--- config.mk ---
export PLATFORM = sky130hd
export DESIGN_NAME = ircar_gen
export DESIGN_NICKNAME = d
export VERILOG_FILES = /design/src/rtl/ircar_pkg.sv /design/src/rtl/ircar_regs.sv /design/src/rtl/ircar_timer.sv /design/src/rtl/ircar_drive.sv /design/src/rtl/ircar_gen.sv
export SDC_FILE = /design/constraint.sdc
export NUM_CORES = 1
export LEC_CHECK = 0
export BUFFER_PORTS_ARGS = -buffer_cell sky130_fd_sc_hd__buf_4
export CORE_MARGIN = 8
export CORE_UTILIZATION = 45
export DETAILED_ROUTE_END_ITERATION = 10
export GPL_ROUTABILITY_DRIVEN = 0
export PLACE_DENSITY = 0.68
export SYNTH_ARGS = -nofsm -noshare
export SYNTH_HDL_FRONTEND = slang
export SYNTH_SLANG_ARGS = --single-unit
--- constraint.sdc ---
create_clock -name clk -period 1.6 [get_ports clk]
set_input_delay 0.32 -clock clk [delete_from_list [all_inputs] [get_ports clk]]
set_output_delay 0.32 -clock clk [all_outputs]
set_load 0.01 [all_outputs]
--- src/rtl/ircar_pkg.sv ---
package ircar_pkg;
  localparam int NPAIR  = 2;
  localparam int ADDR_W = 2;
  localparam logic [ADDR_W-1:0] ADDR_PHI = 2'd0;
  localparam logic [ADDR_W-1:0] ADDR_PLO = 2'd1;
  localparam logic [ADDR_W-1:0] ADDR_SHI = 2'd2;
  localparam logic [ADDR_W-1:0] ADDR_SLO = 2'd3;

  typedef enum logic {
    PH_HIGH = 1'b0,
    PH_LOW  = 1'b1
  } phase_e;
endpackage

--- src/rtl/ircar_regs.sv ---
module ircar_regs
  import ircar_pkg::*;
#(
  parameter int CNT_W  = 6,
  parameter int DATA_W = 8
) (
  input  logic              clk,
  input  logic              rst,
  input  logic              wr_en,
  input  logic [ADDR_W-1:0] wr_addr,
  input  logic [DATA_W-1:0] wr_data,
  input  logic [ADDR_W-1:0] rd_addr,
  output logic [DATA_W-1:0] rd_data,
  output logic [CNT_W-1:0]  hi_cnt [NPAIR],
  output logic [CNT_W-1:0]  lo_cnt [NPAIR],
  output logic              latch_q,
  output logic              pol_q
);
  localparam int LATCH_BIT = DATA_W - 1;
  localparam int POL_BIT   = DATA_W - 2;

  logic [DATA_W-1:0] rd_word;

  // address bit 1 picks the pair, bit 0 picks high or low
  for (genvar p = 0; p < NPAIR; p++) begin : g_pair
    always_ff @(posedge clk) begin
      if (rst) begin
        hi_cnt[p] <= '0;
        lo_cnt[p] <= '0;
      end else if (wr_en && (wr_addr[1] == 1'(p))) begin
        if (wr_addr[0]) lo_cnt[p] <= wr_data[CNT_W-1:0];
        else            hi_cnt[p] <= wr_data[CNT_W-1:0];
      end
    end
  end

  // the primary high word also carries latch and polarity
  always_ff @(posedge clk) begin
    if (rst) begin
      latch_q <= 1'b0;
      pol_q   <= 1'b0;
    end else if (wr_en && wr_addr == ADDR_PHI) begin
      latch_q <= wr_data[LATCH_BIT];
      pol_q   <= wr_data[POL_BIT];
    end
  end

  always_comb begin
    rd_word = '0;
    rd_word[CNT_W-1:0] = rd_addr[0] ? lo_cnt[rd_addr[1]] : hi_cnt[rd_addr[1]];
    if (rd_addr == ADDR_PHI) begin
      rd_word[LATCH_BIT] = latch_q;
      rd_word[POL_BIT]   = pol_q;
    end
  end

  always_ff @(posedge clk) begin
    if (rst) rd_data <= '0;
    else     rd_data <= rd_word;
  end
endmodule

--- src/rtl/ircar_timer.sv ---
module ircar_timer
  import ircar_pkg::*;
#(
  parameter int CNT_W = 6
) (
  input  logic             clk,
  input  logic             rst,
  input  logic             enable,
  input  logic             fsk_mode,
  input  logic             mod_sel,
  input  logic [CNT_W-1:0] hi_cnt [NPAIR],
  input  logic [CNT_W-1:0] lo_cnt [NPAIR],
  output logic             active,
  output logic             carrier,
  output logic             sel_q,
  output logic             start,
  output logic [CNT_W-1:0] rem
);
  phase_e     phase;
  logic       sel_now;
  logic       last;
  logic       flip_low;

  // a zero count runs for a single clock
  function automatic logic [CNT_W-1:0] eff(input logic [CNT_W-1:0] v);
    return (v == '0) ? CNT_W'(1) : v;
  endfunction

  assign sel_now  = fsk_mode & mod_sel;
  assign last     = (rem == CNT_W'(1));
  assign start    = enable && (!active || (phase == PH_LOW && last));
  assign flip_low = active && (phase == PH_HIGH) && last;

  always_ff @(posedge clk) begin
    if (rst || !enable) begin
      active  <= 1'b0;
      phase   <= PH_HIGH;
      rem     <= '0;
      carrier <= 1'b0;
      if (rst) sel_q <= 1'b0;
    end else if (start) begin
      active  <= 1'b1;
      phase   <= PH_HIGH;
      sel_q   <= sel_now;
      rem     <= eff(hi_cnt[sel_now]);
      carrier <= 1'b1;
    end else if (flip_low) begin
      phase   <= PH_LOW;
      rem     <= eff(lo_cnt[sel_q]);
      carrier <= 1'b0;
    end else if (active) begin
      rem     <= rem - CNT_W'(1);
    end
  end
endmodule

--- src/rtl/ircar_drive.sv ---
module ircar_drive (
  input  logic clk,
  input  logic rst,
  input  logic active,
  input  logic carrier,
  input  logic latch,
  input  logic pol,
  output logic ir_out
);
  logic level;

  assign level = active ? carrier : latch;

  always_ff @(posedge clk) begin
    if (rst) ir_out <= 1'b0;
    else     ir_out <= level ^ pol;
  end
endmodule

--- src/rtl/ircar_gen.sv ---
module ircar_gen
  import ircar_pkg::*;
#(
  parameter int CNT_W  = 6,
  parameter int DATA_W = 8
) (
  input  logic              clk,
  input  logic              rst,
  input  logic              enable,
  input  logic              fsk_mode,
  input  logic              mod_sel,
  input  logic              wr_en,
  input  logic [ADDR_W-1:0] wr_addr,
  input  logic [DATA_W-1:0] wr_data,
  input  logic [ADDR_W-1:0] rd_addr,
  output logic [DATA_W-1:0] rd_data,
  output logic              ir_out
);
  logic [CNT_W-1:0] hi_cnt [NPAIR];
  logic [CNT_W-1:0] lo_cnt [NPAIR];
  logic             latch_q;
  logic             pol_q;
  logic             tmr_active;
  logic             tmr_carrier;
  logic             tmr_sel;
  logic             tmr_start;
  logic [CNT_W-1:0] tmr_rem;

  ircar_regs #(.CNT_W(CNT_W), .DATA_W(DATA_W)) u_regs (
    .clk(clk), .rst(rst),
    .wr_en(wr_en), .wr_addr(wr_addr), .wr_data(wr_data),
    .rd_addr(rd_addr), .rd_data(rd_data),
    .hi_cnt(hi_cnt), .lo_cnt(lo_cnt),
    .latch_q(latch_q), .pol_q(pol_q)
  );

  ircar_timer #(.CNT_W(CNT_W)) u_timer (
    .clk(clk), .rst(rst),
    .enable(enable), .fsk_mode(fsk_mode), .mod_sel(mod_sel),
    .hi_cnt(hi_cnt), .lo_cnt(lo_cnt),
    .active(tmr_active), .carrier(tmr_carrier), .sel_q(tmr_sel),
    .start(tmr_start), .rem(tmr_rem)
  );

  ircar_drive u_drive (
    .clk(clk), .rst(rst),
    .active(tmr_active), .carrier(tmr_carrier),
    .latch(latch_q), .pol(pol_q),
    .ir_out(ir_out)
  );
endmodule

==> impl_metrics.yaml <==
final_layout:
  n_antenna_cell: 0
  area_growth_pct: 19.59
  fill_cells: 404
  regArea_um2: 912.1
  drive_above_1_share_pct: 26.72
  multi_input_comb_area_um2: 1136
  final_nets: 252
clock_network:
  cts_root_buf: "clkbuf_8"
  clkTransAtPathRegs_ns: 0.08
  numCtsBuffers: 5
  ctsHoldBuffers: 0
  htree_levels: 2
  cts-resized-gates: 0
  clkSinkCount: 45
  ctsLongestPathBuffers: 2
  clock_latency_ns: 0.29
  cts_tree: "built"
  cts_setup_buffers: 0
grt:
  grt_use_total_pct: 14.14
  grt_pass1_vias: 1633
  grt_pass1_wl_um: 8280
  antenna_found_initial: 0
  grt-ovfl-total: 0
  grt_max_degree: 31
die:
  die_y_um: 84.02
  start_util_pct: 47.17
  io_pins: 27
  dieArea_um2: 7059
  rows: 24
  fp.dieW_um: 84.02
  core_um2: 4414
sta:
  tightest_slew_ns: 0.4714
  final.setup.tns_ns: 0
  hold_violations: 0
  rsz0062_at_grt: "false"
  setup_viol: 0
  drv_slew: 0
  fin_skew_ns: 0.007420
  worst_slack_ns: 0.06459
  min_period_over_period_pct: 95.96
  min_period_ns: 1.535
  slew_headroom_pct: 68.49
  timing.fmax_ghz: 0.6513
route:
  ant_nets: 0
  vias: 1593
  wl_per_cell_um: 17.31
  drcViolationCount: 0
  drtPass1Iterations: 4
  via_per_inst: 5.609
  drt_iter0_markers: 67
  routed_wl_um: 4915
synth:
  synth_top_area_cell: "dfxtp_1"
  synth-async-reset-ratio_pct: 0
  yosys.area.top_type_share_pct: 42.31
  ys_ff_latch: 45
  synth_edf_count: 1
  ys_types: 43
  synth_area_um2: 2082
  netlist_instances: 200
  synthTopCellsByArea: "dfxtp_1 (42%), mux2i_1 (16%), mux4_2 (6.5%), nor2_1 (5.8%), nor2b_1 (2.7%)"
  synthesis.nets: 220
  synth_flop_cell: "dfxtp_1"
  syn_avg_cell_area_um2: 10.41
  synth-seq-area-share_pct: 43.75
  yosysMostFrequentCell: "dfxtp_1"
  ys_warn_count: 0
  synth_common_cells: "dfxtp_1 (44), mux2i_1 (34), nor2_1 (32), nor2b_1 (9), clkbuf_1 (8)"
power_and_ir_drop:
  powerDensity_nw_per_um2: 916.7
  leakage_nw: 1.138
  vdd_drop_max_mv: 0.6530
critical_path:
  cp-end-kind: "flip-flop"
  reg2reg_slack_ns: 0.06
  crit_fanout: 3
  cp-start-kind: "flip-flop"
  worstPathRequired_ns: 1.61
  critPathKind: "flip-flop to flip-flop"
  cp.arrival_ns: 1.54
run_status:
  status: "finished, final reports clean"
hold_path:
  hp-class: "input pin to flip-flop"
placed_design:
  io_buffers: 26
  dp_hpwl_um: 3692
  dpl_worst_slack_ns: 0.04175
run:
  maxCapViolations: 0
==> final timing paths <==
path	start	to	cells past startpoint
worst max register to register	u_timer.rem[5]	u_timer.sel_q	3
worst min-delay path	rst	u_drive.ir_out	2
worst min register to register	u_regs.latch_q	u_regs.rd_data[7]	1
worst max-delay path	u_timer.rem[5]	u_timer.sel_q	3
==> report_power, final <==
part / internal (W) / leakage [nW] / total (W) / switching, W
clock network: 0.000391 / 0.0522 / 0.000751 / 0.000359
logic: 0.000170 / 0.716 / 0.000323 / 0.000153
registers: 0.00116 / 0.369 / 0.00121 / 0.0000460
total: 0.00172 / 1.14 / 0.00228 / 0.000558
==> critical path: stages (launching register included) <==
cell and delay [ns]:
dfxtp_1 0.35, or4_4 0.56, o21ai_2 0.19, a21o_1 0.15
==> final cells by class <==
type | count | share of cell area [%]
clock inverters | 1 | 0.2010
multi-input cells | 141 | 45.63
flip-flops and latches | 45 | 36.63
repair buffers | 35 | 10.55
well taps | 52 | 2.613
clock buffers | 6 | 3.769
inverters | 4 | 0.6030
==> sequential cells by signal (all words and copies together) (netlist names) <==
signal / cells
u_regs.hi_cnt: 12
u_regs.lo_cnt: 12
u_regs.rd_data: 8
u_timer.rem: 6
u_drive.ir_out: 1
u_regs.latch_q: 1
u_regs.pol_q: 1
u_timer.active: 1
u_timer.carrier: 1
u_timer.phase: 1
u_timer.sel_q: 1
==> stage by stage <==
step	total power [W]	instances	util, %	hold WS (ns)	cell area (µm²)
finish	0.002282	284	56.41	0.2414	2490
global route	0.002382	284	56.41	0.2360	2490
CTS	0.002291	284	55.92	0.2340	2469
detailed placement	0.001548	277	53.68	0.4850	2370
global placement	0.001547	277	53.68	0.4715	2370
floorplan	0.001429	200	-	0.4513	2082
==> kinds of logic after synthesis <==
logic type,after synthesis,share of synthesized area (%)
AOI/OAI and AO/OA,25,9.316
xor gates and xnor gates,5,2.103
adders and majority gates,2,1.202
buffers and inverters,14,2.644
DFF,45,43.75
muxes,42,23.92
and+or+nand+nor,67,17.07
==> cells in the final DEF, fill, tap and decap left out, drive strengths merged, types with 4 or more instances in the layout <==
cell type,count
dfxtp,44
buf,35
mux2i,34
nor2,32
nor2b,9
mux4,6
clkbuf,6
nand2,5
inv,4
xor2,4
a21oi,4
or4,4
==> metal layers <==
layer | routed length [µm] | part of all wire, % | track usage [%]
met1 | 2373 | 48 | 18.84
met2 | 2280 | 46 | 22.21
met3 | 214 | 4.4 | 3.125
met4 | 46 | 0.94 | 3.768
met5 | 0 | 0 | 0
Power figures use the tool's default switching activity.
